[config.mk]
export PLATFORM = sky130hd
export DESIGN_NAME = svid_rx
export DESIGN_NICKNAME = d
export VERILOG_FILES = /design/src/rtl/svid_pkg.sv /design/src/rtl/svid_sync.sv /design/src/rtl/svid_cond_det.sv /design/src/rtl/svid_engine.sv /design/src/rtl/svid_rail_bank.sv /design/src/rtl/svid_rx.sv
export SDC_FILE = /design/constraint.sdc
export NUM_CORES = 1
export LEC_CHECK = 0
export ABC_AREA = 1
export BUFFER_PORTS_ARGS = -buffer_cell sky130_fd_sc_hd__buf_4
export CELL_PAD_IN_SITES_DETAIL_PLACEMENT = 1
export CELL_PAD_IN_SITES_GLOBAL_PLACEMENT = 2
export CORE_MARGIN = 2
export CORE_UTILIZATION = 30
export CTS_CLUSTER_DIAMETER = 120
export DETAILED_ROUTE_END_ITERATION = 6
export HOLD_SLACK_MARGIN = 0.1
export PLACE_DENSITY = 0.75
export SLEW_MARGIN = 20
export SYNTH_ARGS = -nofsm -noshare
export SYNTH_HDL_FRONTEND = slang
export SYNTH_HIERARCHICAL = 1
export SYNTH_SLANG_ARGS = --single-unit
[constraint.sdc]
create_clock -name clk_i -period 2.2 [get_ports clk_i]
set_input_delay 0.11 -clock clk_i [delete_from_list [all_inputs] [get_ports clk_i]]
set_output_delay 0.11 -clock clk_i [all_outputs]
set_load 0.005 [all_outputs]
[src/rtl/svid_pkg.sv]
package svid_pkg;
  localparam int NUM_RAILS = 3;
  localparam int VID_W     = 7;
  localparam int BYTE_W    = 8;
  localparam int CNT_W     = $clog2(BYTE_W + 1);
  localparam logic [2:0] ADDR_TAG = 3'b110;

  typedef enum logic [2:0] {
    ST_IDLE,
    ST_ADDR,
    ST_AACK,
    ST_DATA,
    ST_DACK,
    ST_HOLD,
    ST_SKIP
  } rx_state_e;
endpackage

[src/rtl/svid_sync.sv]
module svid_sync #(
  parameter int   STAGES  = 2,
  parameter logic RST_VAL = 1'b1
) (
  input  logic clk_i,
  input  logic rst_ni,
  input  logic d_i,
  output logic q_o
);
  logic [STAGES-1:0] chain_q;

  always_ff @(posedge clk_i or negedge rst_ni) begin
    if (!rst_ni) chain_q <= {STAGES{RST_VAL}};
    else         chain_q <= {chain_q[STAGES-2:0], d_i};
  end

  assign q_o = chain_q[STAGES-1];
endmodule

[src/rtl/svid_cond_det.sv]
module svid_cond_det (
  input  logic clk_i,
  input  logic rst_ni,
  input  logic scl_s_i,
  input  logic sda_s_i,
  output logic rise_o,
  output logic fall_o,
  output logic start_o,
  output logic stop_o
);
  logic scl_q, sda_q;

  always_ff @(posedge clk_i or negedge rst_ni) begin
    if (!rst_ni) begin
      scl_q <= 1'b1;
      sda_q <= 1'b1;
    end else begin
      scl_q <= scl_s_i;
      sda_q <= sda_s_i;
    end
  end

  assign rise_o  = scl_s_i & ~scl_q;
  assign fall_o  = ~scl_s_i & scl_q;
  // data edges only count while clock stays high
  assign start_o = scl_s_i & scl_q & sda_q & ~sda_s_i;
  assign stop_o  = scl_s_i & scl_q & ~sda_q & sda_s_i;
endmodule

[src/rtl/svid_engine.sv]
module svid_engine
  import svid_pkg::*;
(
  input  logic                 clk_i,
  input  logic                 rst_ni,
  input  logic                 sda_s_i,
  input  logic                 rise_i,
  input  logic                 fall_i,
  input  logic                 start_i,
  input  logic                 stop_i,
  output logic                 ack_o,
  output logic                 commit_o,
  output logic [NUM_RAILS-1:0] sel_o,
  output logic [VID_W-1:0]     vid_o,
  output logic                 psi_n_o,
  output rx_state_e            state_o
);
  rx_state_e          state_q;
  logic [BYTE_W-1:0]  sr_q;
  logic [CNT_W-1:0]   cnt_q;
  logic [NUM_RAILS-1:0] sel_q;
  logic               ack_q;
  logic               addr_ok;
  logic               byte_done;

  assign addr_ok   = (sr_q[7:5] == ADDR_TAG) && !sr_q[0] && (|sr_q[1 +: NUM_RAILS]);
  assign byte_done = fall_i && (cnt_q == CNT_W'(BYTE_W));

  always_ff @(posedge clk_i or negedge rst_ni) begin
    if (!rst_ni) begin
      state_q <= ST_IDLE;
      sr_q    <= '0;
      cnt_q   <= '0;
      sel_q   <= '0;
      ack_q   <= 1'b0;
    end else if (start_i) begin
      state_q <= ST_ADDR;
      cnt_q   <= '0;
      ack_q   <= 1'b0;
    end else if (stop_i) begin
      state_q <= ST_IDLE;
      ack_q   <= 1'b0;
    end else begin
      case (state_q)
        ST_ADDR, ST_DATA: begin
          if (rise_i && cnt_q < CNT_W'(BYTE_W)) begin
            sr_q  <= {sr_q[BYTE_W-2:0], sda_s_i};
            cnt_q <= cnt_q + 1'b1;
          end
          if (byte_done) begin
            if (state_q == ST_DATA) begin
              ack_q   <= 1'b1;
              state_q <= ST_DACK;
            end else if (addr_ok) begin
              ack_q   <= 1'b1;
              sel_q   <= sr_q[1 +: NUM_RAILS];
              state_q <= ST_AACK;
            end else begin
              state_q <= ST_SKIP;
            end
          end
        end
        ST_AACK: if (fall_i) begin
          ack_q   <= 1'b0;
          cnt_q   <= '0;
          state_q <= ST_DATA;
        end
        ST_DACK: if (fall_i) begin
          ack_q   <= 1'b0;
          state_q <= ST_HOLD;
        end
        default: ;
      endcase
    end
  end

  assign commit_o = (state_q == ST_HOLD) && stop_i;
  assign ack_o    = ack_q;
  assign sel_o    = sel_q;
  assign vid_o    = sr_q[VID_W-1:0];
  assign psi_n_o  = sr_q[BYTE_W-1];
  assign state_o  = state_q;
endmodule

[src/rtl/svid_rail_bank.sv]
module svid_rail_bank
  import svid_pkg::*;
#(
  parameter logic [VID_W-1:0] BOOT_VID = 7'h40
) (
  input  logic                       clk_i,
  input  logic                       rst_ni,
  input  logic                       commit_i,
  input  logic [NUM_RAILS-1:0]       sel_i,
  input  logic [VID_W-1:0]           vid_i,
  input  logic                       psi_n_i,
  output logic [NUM_RAILS*VID_W-1:0] vid_o,
  output logic [NUM_RAILS-1:0]       psi_n_o,
  output logic [NUM_RAILS-1:0]       upd_o
);
  for (genvar r = 0; r < NUM_RAILS; r++) begin : g_rail
    logic [VID_W-1:0] vid_q;
    logic             psi_q;
    logic             upd_q;
    logic             hit;

    assign hit = commit_i & sel_i[r];

    always_ff @(posedge clk_i or negedge rst_ni) begin
      if (!rst_ni) begin
        vid_q <= BOOT_VID;
        psi_q <= 1'b1;
        upd_q <= 1'b0;
      end else begin
        upd_q <= hit;
        if (hit) begin
          vid_q <= vid_i;
          psi_q <= psi_n_i;
        end
      end
    end

    assign vid_o[r*VID_W +: VID_W] = vid_q;
    assign psi_n_o[r]              = psi_q;
    assign upd_o[r]                = upd_q;
  end
endmodule

[src/rtl/svid_rx.sv]
module svid_rx
  import svid_pkg::*;
#(
  parameter logic [VID_W-1:0] BOOT_VID    = 7'h40,
  parameter int               SYNC_STAGES = 2
) (
  input  logic                       clk_i,
  input  logic                       rst_ni,
  input  logic                       scl_i,
  input  logic                       sda_i,
  output logic                       sda_oe_o,
  output logic [NUM_RAILS*VID_W-1:0] vid_o,
  output logic [NUM_RAILS-1:0]       psi_n_o,
  output logic [NUM_RAILS-1:0]       upd_o
);
  logic scl_s, sda_s;
  logic rise, fall, start, stop;
  logic commit, pend_psi;
  logic [NUM_RAILS-1:0] pend_sel;
  logic [VID_W-1:0]     pend_vid;
  rx_state_e            eng_state;

  svid_sync #(.STAGES(SYNC_STAGES), .RST_VAL(1'b1)) u_sync_scl (
    .clk_i(clk_i), .rst_ni(rst_ni), .d_i(scl_i), .q_o(scl_s)
  );
  svid_sync #(.STAGES(SYNC_STAGES), .RST_VAL(1'b1)) u_sync_sda (
    .clk_i(clk_i), .rst_ni(rst_ni), .d_i(sda_i), .q_o(sda_s)
  );

  svid_cond_det u_det (
    .clk_i(clk_i), .rst_ni(rst_ni), .scl_s_i(scl_s), .sda_s_i(sda_s),
    .rise_o(rise), .fall_o(fall), .start_o(start), .stop_o(stop)
  );

  svid_engine u_eng (
    .clk_i(clk_i), .rst_ni(rst_ni), .sda_s_i(sda_s),
    .rise_i(rise), .fall_i(fall), .start_i(start), .stop_i(stop),
    .ack_o(sda_oe_o), .commit_o(commit), .sel_o(pend_sel),
    .vid_o(pend_vid), .psi_n_o(pend_psi), .state_o(eng_state)
  );

  svid_rail_bank #(.BOOT_VID(BOOT_VID)) u_bank (
    .clk_i(clk_i), .rst_ni(rst_ni), .commit_i(commit), .sel_i(pend_sel),
    .vid_i(pend_vid), .psi_n_i(pend_psi),
    .vid_o(vid_o), .psi_n_o(psi_n_o), .upd_o(upd_o)
  );
endmodule

==> key figures, run 1 <==
Layout
  • Area Growth Syn to Fin: 19.5%
  • Register cell area after layout: 1320 um2
  • Fraction of layout cells with a size suffix above 1: 21.1%
  • Fin util: 36.5%
  • Nets: 309
  • Finished Layout Cells: 406
  • Multi-input logic area: 807 um2
  • FILL cells: 915
  • Antenna cells: 0

CTS
  • CTS tree: built
  • CTS Buf Count: 5
  • Setup bufs post-CTS: 0
  • Worst-skew pair later-pin latency: 0.31 ns
  • Clock sink total: 52
  • Clk slew on worst S/H paths: 0.10 ns
  • Clock root buffer: clkbuf_8
  • Clk buf depth: 2
  • H-tree levels: 2
  • CTS resizes: 0
  • CTS Hold Buffers Added: 3

Job
  • Max-Cap Viols: 0

Global route
  • Vias in the first global route: 1,886
  • Largest net degree at the start of global routing: 53
  • Met2 Usage GRT: 22.5%
  • First-pass GRT wire length: 9090 um
  • Initial antenna violation count: 0
  • Most Crowded Layer GR: met2
  • GR Overflow Total: 0
  • All-Layer GR Usage: 13.3%
  • Grt met1 use: 17.3%
  • M3 GR Usage: 2.88%

Synthesis
  • Top-area cell type share of the netlist area: 42.8%
  • Seq/Total Area, Yosys: 56.3%
  • Post-Syn Area: 2340 um2
  • Mapped Nets: 278
  • Yosys reg bits: 52
  • Distinct cells, synth: 24
  • Cells after Synth: 272
  • Syn Area/Cell: 8.59 um2
  • Leading area contributor after synthesis: dfrtp_1
  • Synth warn: 6
  • Leading post-synthesis cells by cell area: dfrtp_1, nand2_1, dfstp_2

Worst setup path
  • Peak fanout along the critical path: 27
  • WP buf/inv: 2
  • Crit. End Element: flip-flop
  • Reg-to-Reg Start: u_sync_scl/chain_q[1]$_DFF_PN1_
  • Critical Path RT: 2.41 ns
  • Reg2Reg Depth: 8
  • CP arrival: 2.12 ns
  • Reg-to-reg endpoint: u_bank/g_rail[0].vid_q[2]$_DFFE_PN0P_
  • Worst path slowest cell: dfstp_2
  • CP cell instances: nand2_1 > nor2_1 > inv_1 > nor4_2 > buf_12 > nand2_2 > nand2_1 > nand2_1
  • Delay-heaviest family, CP: simple AND/OR/NAND/NOR gates
  • Critical path class: flip-flop to flip-flop
  • Crit-path max cell delay: 0.56 ns
  • Critical Path Source Type: flip-flop
  • FF-to-FF setup slack: 0.29 ns
  • Most used cell, CP: nand2_1

Timing
  • Final Skew: 0.00857 ns
  • Fmax: 524 MHz
  • Least-Margin Pin Slew: 0.650 ns
  • Final Setup Violations: 0
  • Setup_tns: 0 ns
  • RSZ-0062 raised after global routing: false
  • Worst hold slack: 0.360 ns
  • Period utilization: 86.7%
  • Rel. slew slack: 56.7%
  • Final-report hold violation count: 0
  • Post-layout min period: 1.91 ns
  • Fin. max-slew vios: 0

Floorplan
  • Die Ht: 92.2 um
  • DIE AREA: 8510 um2
  • Num rows: 32
  • Core area: 7650 um2
  • Starting Density: 30.5%
  • Boundary Pins: 32
  • Die W: 92.2 um

Place
  • PortBufs: 31
  • Post-placement cell count: 395
  • Hpwl dp: 3720 um
  • Routability congestion estimate: 0.763

Outcome
  • Outcome: completed

Routing
  • DRC Markers: 0
  • Detailed Route WL: 5140 um
  • First-pass DRT Iterations: 4
  • Vias post-DR: 1,804
  • Post-route ant nets: 0
  • First DRT Iteration DRCs: 49
  • WL/cell: 12.7 um
  • Vias per inst: 4.44

Power and ir drop
  • PD cells: 882 nW/um2
  • Total power: 2.46 mW
  • Pleak: 1.52 nW
  • VDD IR-drop max: 371 uV

Worst hold path
  • Hold Path Class: primary input to async pin
==> routing by layer <==
layer  part of all wire (%)  vias up  routed length, um
met5                      0        -                  0
met4                   0.86        0                 44
met3                    4.0        5                206
met2                     47       32               2440
met1                     48      864               2450
li1                       -      903                  -
==> synthesized netlist by cell type (all sizes together) <==
library cell  number
dfstp             12
o21ai             13
nand3             29
a22oi              1
nand2            109
buf               13
nor4               2
a21oi              1
xor2               1
o211ai             1
dfrtp             40
inv               28
ha                 2
nand4              2
nor2              15
nor3               3
==> where the power goes <==
part	switching (mW)	leakage [nW]	internal, mW
Combinational	0.322	0.777	0.167
Clock	0.336	0.0687	0.458
Sequential	0.127	0.673	1.05
==> through the flow <==
step	cell area, um2	setup slack (ns)
2_1_floorplan	2340	0.567
3_3_place_gp	2620	0.335
3_5_place_dp	2620	0.280
4_1_cts	2790	0.271
5_1_grt	2790	0.0827
6_report	2790	0.292
==> sequential cells by signal, indices dropped and copies added, names as in the netlist, 2 cells and up <==
name and cells:
u_sync_scl/chain_q 2, u_bank/g_rail.vid_q 21, u_eng/sr_q 8, u_eng/cnt_q 4
u_bank/g_rail.upd_q 3, u_sync_sda/chain_q 2, u_eng/state_o 3, u_bank/g_rail.psi_q 3
u_eng/sel_o 3
==> layout by cell type, fill, tap and decap left out <==
master | synthesis | routed
nand2_1 | 104 | 104
dfrtp_1 | 40 | 40
buf_4 | 9 | 33
nand3_1 | 29 | 29
inv_1 | 27 | 27
nor2_1 | 14 | 14
o21ai_0 | 13 | 13
dfstp_2 | 12 | 12
clkbuf_8 | 0 | 5
nand2_2 | 5 | 5
dlygate4sd3_1 | 0 | 3
bufinv_16 | 0 | 2
nand4_1 | 2 | 2
ha_1 | 2 | 2
inv_6 | 0 | 1
buf_12 | 0 | 1
nor4_2 | 0 | 1
nor2_2 | 1 | 1
nor3_4 | 1 | 1
inv_2 | 1 | 1
nor3_2 | 1 | 1
o211ai_1 | 1 | 1
nor4_1 | 2 | 1
a22oi_1 | 1 | 1
xor2_1 | 1 | 1
nor3_1 | 1 | 1
a21oi_1 | 1 | 1
==> worst reg2reg max path, cell delays in order (launching register included) <==
cell and delay (ns):
dfstp_2 0.56, nand2_1 0.07, nor2_1 0.19, inv_1 0.13
nor4_2 0.33, buf_12 0.22, nand2_2 0.16, nand2_1 0.12
nand2_1 0.05
==> worst max path at each step <==
stage,startpoint,end,slack [ns],depth (start not counted)
final,u_sync_scl/chain_q[1]$_DFF_PN1_,u_bank/g_rail[0].vid_q[2]$_DFFE_PN0P_,0.29,8
after global routing,u_sync_scl/chain_q[1]$_DFF_PN1_,u_bank/g_rail[0].vid_q[2]$_DFFE_PN0P_,0.08,8
after CTS,u_sync_scl/chain_q[1]$_DFF_PN1_,u_bank/g_rail[0].vid_q[2]$_DFFE_PN0P_,0.27,8
after floorplan,u_sync_scl/chain_q[1]$_DFF_PN1_,u_bank/g_rail[0].vid_q[5]$_DFFE_PN0P_,0.57,8
after global placement,u_sync_scl/chain_q[1]$_DFF_PN1_,u_bank/g_rail[0].vid_q[4]$_DFFE_PN0P_,0.34,8
after detailed placement,u_sync_scl/chain_q[1]$_DFF_PN1_,u_bank/g_rail[0].vid_q[2]$_DFFE_PN0P_,0.28,8
==> area by class of cell <==
class,instances,share of cell area (%)
repair buffers,37,10.7
flip-flops and latches,52,47.2
clock inverters,3,2.47
well taps,102,4.57
multi-input cells,179,28.9
inverters,28,3.77
clock buffers,5,2.47
==> cell families (layout without fill, tap and decap cells) <==
logic type,after synthesis,after routing,synth area share [%]
fa+ha+maj,2,2,1.07
flops,52,52,56.3
compound gates,16,16,3.64
buf+inv,41,73,9.37
xor+xnor,1,1,0.375
simple gates,160,160,29.2
No activity file was read; power rests on OpenSTA's default activity.
==> inputs of run 2 (changes only) <==
CORE_UTILIZATION = 34   (was 30)
PLACE_DENSITY = unset   (was 0.75)
PLACE_DENSITY_LB_ADDON = 0.1   (was unset)
==> key figures, run 2 (synthesis gave the netlist of run 1 again) <==
Outcome
  • Outcome: completed (unchanged)

Layout
  • Biggest regs: u_bank/g_rail.vid_q x21, u_eng/sr_q x8, u_eng/cnt_q x4 (unchanged)
  • Commonest non-fill, non-tap cell in the layout: nand2_1 (unchanged)
  • Biggest register: u_bank/g_rail.vid_q (unchanged)
  • Most frequent cells in the layout: nand2_1, dfrtp_1, buf_4, nand3_1, inv_1 (unchanged)
  • Antenna cells: 0 (unchanged)
  • Finished Layout Cells: 384 (was 406)
  • Nets: 309 (unchanged)
  • Post-route cell area: 2720 um2 (was 2790 um2)
  • Area Growth Syn to Fin: 16.6% (was 19.5%)
  • Fraction of layout cells with a size suffix above 1: 21.1% (unchanged)
  • Max reg flops: 21 (unchanged)

CTS
  • Clk slew on worst S/H paths: 0.10 ns (about the same)
  • H-tree levels: 2 (unchanged)
  • Clk buf depth: 2 (unchanged)
  • Clock root buffer: clkbuf_8 (unchanged)
  • Clock sink total: 52 (unchanged)
  • Worst-skew pair later-pin latency: 0.31 ns (about the same)
  • CTS Buf Count: 5 (unchanged)
  • CTS tree: built (unchanged)

Floorplan
  • Die Ht: 86.9 um (was 92.2 um)
  • Die W: 86.9 um (was 92.2 um)
  • Core area: 6720 um2 (was 7650 um2)
  • Num rows: 30 (was 32)
  • Boundary Pins: 32 (unchanged)
  • DIE AREA: 7550 um2 (was 8510 um2)
  • Starting Density: 34.8% (was 30.5%)

Global route
  • Vias in the first global route: 1,951 (was 1,886)
  • GR Overflow Total: 0 (unchanged)
  • Largest net degree at the start of global routing: 53 (unchanged)
  • All-Layer GR Usage: 15.6% (was 13.3%)
  • First-pass GRT wire length: 9230 um (was 9090 um)
  • Initial antenna violation count: 0 (unchanged)

Routing
  • Met2 WL: 2720 um (was 2440 um)
  • WL/cell: 13.8 um (was 12.7 um)
  • Detailed Route WL: 5290 um (was 5140 um)
  • Met3 WL: 156 um (was 206 um)
  • Post-route ant nets: 0 (unchanged)
  • Top sig layer: met4 (unchanged)
  • DRC Markers: 0 (unchanged)
  • First-pass DRT Iterations: 4 (unchanged)
  • First DRT Iteration DRCs: 59 (was 49)
  • Vias per inst: 4.70 (was 4.44)
  • WL met1: 2350 um (was 2450 um)
  • Vias post-DR: 1,806 (was 1,804)

Place
  • PortBufs: 31 (unchanged)
  • Hpwl dp: 3730 um (was 3720 um)
  • Routability congestion estimate: 0.717 (was 0.763)
  • Pre-CTS setup slack: 0.258 ns (was 0.280 ns)
  • Placed Area: 2600 um2 (was 2620 um2)
  • Post-placement cell count: 373 (was 395)

Timing
  • Setup_tns: 0 ns (unchanged)
  • Fin. max-slew vios: 0 (unchanged)
  • Rel. slew slack: 55.4% (was 56.7%)
  • Least-Margin Pin Slew: 0.669 ns (was 0.650 ns)
  • Final Skew: 0.00600 ns (was 0.00857 ns)
  • Fmax: 521 MHz (was 524 MHz)
  • Setup ws final: 0.281 ns (was 0.292 ns)
  • Post-layout min period: 1.92 ns (was 1.91 ns)
  • Final Setup Violations: 0 (unchanged)
  • Period utilization: 87.2% (was 86.7%)
  • RSZ-0062 raised after global routing: false (unchanged)
  • Final-report hold violation count: 0 (unchanged)

Worst setup path
  • Peak fanout along the critical path: 27 (unchanged)
  • Critical path class: flip-flop to flip-flop (unchanged)
  • Reg2Reg Depth: 8 (unchanged)
  • CP arrival: 2.13 ns (was 2.12 ns)
  • Critical Path Source Type: flip-flop (unchanged)
  • Reg-to-reg endpoint: u_bank/g_rail[0].vid_q[0]$_DFFE_PN0P_ (was u_bank/g_rail[0].vid_q[2]$_DFFE_PN0P_)
  • FF-to-FF setup slack: 0.28 ns (was 0.29 ns)
  • Crit. End Element: flip-flop (unchanged)
  • Critical Path RT: 2.41 ns (about the same)
  • Reg-to-Reg Start: u_sync_scl/chain_q[1]$_DFF_PN1_ (unchanged)

Power and ir drop
  • VDD IR-drop max: 361 uV (was 371 uV)
  • Pleak: 1.50 nW (was 1.52 nW)
  • PD cells: 835 nW/um2 (was 882 nW/um2)
  • Total power: 2.27 mW (was 2.46 mW)

Worst hold path
  • Hold Path Class: primary input to async pin (unchanged)

Job
  • Max-Cap Viols: 0 (unchanged)
[run 2: timing repair]
item / in CTS / in global routing
hold buffers: 3 / 0
setup buffers: 0 / 0
hold endpoints to repair: 42 / 0
gates resized for setup: 0 / 0
[run 2: layout make-up]
type | count | area, um2
Multi-Input combinational cell | 179 | 807
Clock inverter | 2 | 13.8
Clock buffer | 6 | 82.6
Sequential cell | 52 | 1320
Tap cell | 80 | 100
Timing Repair Buffer | 37 | 298
Fill cell | 817 | 4000
Inverter | 28 | 105
[run 2: critical path: stages (launching register included)]
cell,delay [ns]
dfstp_2,0.56
nand2_1,0.07
nor2_1,0.20
inv_1,0.13
nor4_2,0.34
buf_12,0.22
nand2_2,0.14
nand2_1,0.11
nand2_1,0.05
[run 2: through the flow]
| step | utilization, % | hold slack [ns] |
|---|---|---|
| 6_report | 40.5 | 0.365 |
| 5_1_grt | 40.5 | 0.373 |
| 2_1_floorplan | - | -0.186 |
| 3_3_place_gp | 38.6 | 0.191 |
| 4_1_cts | 40.5 | 0.368 |
| 3_5_place_dp | 38.6 | 0.199 |
[run 2: how the worst max path moves through the flow]
stage                     slack [ns]                            start                               endpoint  cells past startpoint
after floorplan                 0.57  u_sync_scl/chain_q[1]$_DFF_PN1_  u_bank/g_rail[0].vid_q[5]$_DFFE_PN0P_                      8
after global placement          0.31  u_sync_scl/chain_q[1]$_DFF_PN1_  u_bank/g_rail[0].vid_q[4]$_DFFE_PN0P_                      8
after detailed placement        0.26  u_sync_scl/chain_q[1]$_DFF_PN1_  u_bank/g_rail[0].vid_q[0]$_DFFE_PN0P_                      8
after CTS                       0.25  u_sync_scl/chain_q[1]$_DFF_PN1_  u_bank/g_rail[0].vid_q[0]$_DFFE_PN0P_                      8
after global routing            0.12  u_sync_scl/chain_q[1]$_DFF_PN1_  u_bank/g_rail[1].vid_q[2]$_DFFE_PN0P_                      8
final                           0.28  u_sync_scl/chain_q[1]$_DFF_PN1_  u_bank/g_rail[0].vid_q[0]$_DFFE_PN0P_                      8
[run 2: power by group]
group          switching (mW)  leakage, nW  internal (mW)  total [mW]
Clock                   0.328       0.0516          0.258       0.586
Sequential              0.131        0.673           1.05        1.18
Combinational           0.335        0.777          0.168       0.504
Total                   0.795         1.50           1.48        2.27
[run 2: per-layer routing]
metal	track usage, %	up-vias
met1	18.8	872
met2	28.0	29
met4	4.69	0
met3	2.84	5
li1	-	900
met5	0	-
==> inputs of run 3 (changes only) <==
--- a/config.mk
+++ b/config.mk
@@ -7,3 +7,2 @@
 export LEC_CHECK = 0
-export ABC_AREA = 1
 export BUFFER_PORTS_ARGS = -buffer_cell sky130_fd_sc_hd__buf_4
@@ -12,3 +11,3 @@
 export CORE_MARGIN = 2
-export CORE_UTILIZATION = 34
+export CORE_UTILIZATION = 39
 export CTS_CLUSTER_DIAMETER = 120
==> constraint.sdc (replaced) <==
create_clock -name clk_i -period 2.2 [get_ports clk_i]
set_input_delay 0.44 -clock clk_i [delete_from_list [all_inputs] [get_ports clk_i]]
set_output_delay 0.44 -clock clk_i [all_outputs]
set_load 0.005 [all_outputs]
==> key figures, run 3 <==
Outcome
  • Outcome: completed (unchanged)

Synthesis
  • Mapped Nets: 159 (was 278)
  • Post-Syn Area: 2210 um2 (was 2340 um2)
  • Yosys reg bits: 52 (unchanged)
  • Top-count cell post-synth: dfrtp_1 (was nand2_1)
  • Fraction of registers with async set/reset: 100% (unchanged)
  • Top FF cell, synth: dfrtp_1 (unchanged)
  • Leading post-synthesis cells by cell area: dfrtp_1, mux2_2, dfstp_2 (was dfrtp_1, nand2_1, dfstp_2)
  • Leading area contributor after synthesis: dfrtp_1 (unchanged)
  • Commonest cells post-synth: dfrtp_1, mux2_2, dfstp_2, inv_1, buf_4 (was nand2_1, dfrtp_1, nand3_1, inv_1, nor2_1)
  • Top-area cell type share of the netlist area: 45.4% (was 42.8%)
  • Distinct cells, synth: 37 (was 24)
  • Synth warn: 6 (unchanged)
  • Syn Area/Cell: 14.4 um2 (was 8.59 um2)
  • Seq/Total Area, Yosys: 59.7% (was 56.3%)
  • Cells after Synth: 153 (was 272)
  • Post-synth EDFFs: 0 (unchanged)

Routing
  • WL met1: 2010 um (was 2350 um)
  • Met2 WL: 2090 um (was 2720 um)
  • WL/cell: 16.8 um (was 13.8 um)
  • Vias per inst: 5.06 (was 4.70)
  • Post-route ant nets: 0 (unchanged)
  • Vias post-DR: 1,306 (was 1,806)
  • First DRT Iteration DRCs: 36 (was 59)
  • DRC Markers: 0 (unchanged)
  • Detailed Route WL: 4330 um (was 5290 um)
  • Met3 WL: 159 um (was 156 um)
  • Top sig layer: met4 (unchanged)
  • First-pass DRT Iterations: 2 (was 4)

Global route
  • Vias in the first global route: 1,462 (was 1,951)
  • Largest net degree at the start of global routing: 53 (unchanged)
  • First-pass GRT wire length: 7390 um (was 9230 um)
  • Initial antenna violation count: 0 (unchanged)
  • All-Layer GR Usage: 15.6% (about the same)
  • GR Overflow Total: 0 (unchanged)

Timing
  • Fmax: 539 MHz (was 521 MHz)
  • Final-report hold violation count: 0 (unchanged)
  • Fin. max-slew vios: 0 (unchanged)
  • Rel. slew slack: 56.9% (was 55.4%)
  • Least-Margin Pin Slew: 0.647 ns (was 0.669 ns)
  • RSZ-0062 raised after global routing: false (unchanged)
  • Post-layout min period: 1.85 ns (was 1.92 ns)
  • Final Setup Violations: 0 (unchanged)
  • Period utilization: 84.3% (was 87.2%)
  • Final Skew: 0.00330 ns (was 0.00600 ns)
  • Setup_tns: 0 ns (unchanged)

Worst setup path
  • Reg2Reg Depth: 4 (was 8)
  • Peak fanout along the critical path: 10 (was 27)
  • Reg-to-Reg Start: u_sync_sda/chain_q[1]$_DFF_PN1_ (was u_sync_scl/chain_q[1]$_DFF_PN1_)
  • CP arrival: 2.04 ns (was 2.13 ns)
  • Critical Path Source Type: flip-flop (unchanged)
  • FF-to-FF setup slack: 0.35 ns (was 0.28 ns)
  • Critical Path RT: 2.39 ns (was 2.41 ns)
  • Reg-to-reg endpoint: u_eng/sr_q[3]$_DFFE_PN0P_ (was u_bank/g_rail[0].vid_q[0]$_DFFE_PN0P_)
  • Crit. End Element: flip-flop (unchanged)
  • Critical path class: flip-flop to flip-flop (unchanged)

CTS
  • CTS Buf Count: 5 (unchanged)
  • Setup bufs post-CTS: 0 (unchanged)
  • CTS Hold Buffers Added: 0 (was 3)
  • Worst-skew pair later-pin latency: 0.30 ns (was 0.31 ns)
  • CTS tree: built (unchanged)
  • CTS resizes: 0 (unchanged)
  • Clock sink total: 52 (unchanged)
  • Clk slew on worst S/H paths: 0.09 ns (was 0.10 ns)
  • H-tree levels: 2 (unchanged)
  • Clock root buffer: clkbuf_8 (unchanged)
  • Clk buf depth: 2 (unchanged)

Power and ir drop
  • PD cells: 748 nW/um2 (was 835 nW/um2)
  • Pleak: 1.29 nW (was 1.50 nW)
  • Total power: 1.93 mW (was 2.27 mW)
  • VDD IR-drop max: 393 uV (was 361 uV)

Layout
  • Most frequent cells in the layout: dfrtp_1, buf_4, mux2_2, dfstp_2, inv_1 (was nand2_1, dfrtp_1, buf_4, nand3_1, inv_1)
  • Antenna cells: 0 (unchanged)
  • Biggest register: u_bank/g_rail.vid_q (unchanged)
  • FILL cells: 577 (was 817)
  • Fraction of layout cells with a size suffix above 1: 50.5% (was 21.1%)
  • Nets: 191 (was 309)
  • Multi-input logic area: 800 um2 (was 807 um2)
  • Fin util: 47.1% (was 40.5%)
  • Area Growth Syn to Fin: 16.8% (was 16.6%)
  • Max reg flops: 21 (unchanged)
  • Biggest regs: u_bank/g_rail.vid_q x21, u_eng/sr_q x8, u_eng/cnt_q x4 (unchanged)
  • Commonest non-fill, non-tap cell in the layout: dfrtp_1 (was nand2_1)
  • Register cell area after layout: 1320 um2 (unchanged)

Job
  • Max-Cap Viols: 0 (unchanged)

Worst hold path
  • Hold Path Class: primary input to async pin (unchanged)

Place
  • PortBufs: 31 (unchanged)
  • Hpwl dp: 3040 um (was 3730 um)
  • Routability congestion estimate: 0.771 (was 0.717)

Floorplan
  • Die W: 79.2 um (was 86.9 um)
  • Num rows: 27 (was 30)
  • Starting Density: 40.3% (was 34.8%)
  • Die Ht: 79.2 um (was 86.9 um)
  • Boundary Pins: 32 (unchanged)
  • Core area: 5470 um2 (was 6720 um2)
  • DIE AREA: 6270 um2 (was 7550 um2)
==> run 3: changes by cell type in the layout (fill, tap and decap cells not counted), moves of 10 or more <==
| cell | delta |
|---|---|
| nand2_1 | -100 |
| inv_1 | -18 |
| mux2_2 | +32 |
| nand3_1 | -26 |
| o21ai_0 | -11 |
| nor2_1 | -10 |
==> run 3: cell type report <==
type	count	area share, %
inverter	9	1.31
timing repair buffer	32	9.32
clock inverter	2	0.534
multi-input combinational	85	31.0
sequential	52	51.1
tap	72	3.50
clock buffer	6	3.21
==> run 3: worst max-delay path by stage <==
stage               slack, ns  cells past startpoint                       startpoint                                    end
floorplan                0.38                      5  u_sync_sda/chain_q[1]$_DFF_PN1_  u_bank/g_rail[1].vid_q[0]$_DFFE_PN0P_
global placement         0.39                      6  u_sync_sda/chain_q[1]$_DFF_PN1_  u_bank/g_rail[2].vid_q[4]$_DFFE_PN0P_
detailed placement       0.34                      6  u_sync_scl/chain_q[1]$_DFF_PN1_  u_bank/g_rail[2].vid_q[4]$_DFFE_PN0P_
CTS                      0.32                      6  u_sync_scl/chain_q[1]$_DFF_PN1_  u_bank/g_rail[2].vid_q[4]$_DFFE_PN0P_
global route             0.22                      6  u_sync_sda/chain_q[1]$_DFF_PN1_  u_bank/g_rail[2].vid_q[2]$_DFFE_PN0P_
finish                   0.35                      4  u_sync_sda/chain_q[1]$_DFF_PN1_              u_eng/sr_q[3]$_DFFE_PN0P_
==> run 3: cell families after synthesis <==
kind of cell / synth area share (%)
xor gates and xnor gates: 0.794
DFF: 59.7
and+or+nand+nor: 10.8
adders and majority gates: 1.13
buffers and inverters: 4.08
muxes: 18.3
AOI/OAI and AO/OA: 5.22
==> run 3: per-stage QoR <==
step                worst slack, ns  std cells  instance area, um2  hold slack [ns]
floorplan                     0.382        153                2210            0.144
global placement              0.387        250                2480            0.349
detailed placement            0.341        250                2480            0.351
CTS                           0.322        258                2580            0.181
global route                  0.219        258                2580            0.207
finish                        0.345        258                2580            0.158
==> run 3: where the power goes <==
| group | internal [mW] | leakage, nW | switching, mW |
|---|---|---|---|
| registers | 1.03 | 0.675 | 0.113 |
| logic | 0.102 | 0.562 | 0.116 |
| clock network | 0.258 | 0.0516 | 0.308 |
| total | 1.39 | 1.29 | 0.537 |
==> run 3: routing by layer <==
metal | global-route usage [%] | vias up
met4 | 5.17 | 0
met3 | 3.86 | 4
met1 | 20.6 | 676
li1 | - | 601
met2 | 25.3 | 25
met5 | 0 | -
==> run 3: worst max-delay path: stages, from the launching register on <==
cell and delay [ns]:
dfstp_2 0.56, and4b_1 0.25, nor2_1 0.32, nand4b_4 0.27, mux2_2 0.34
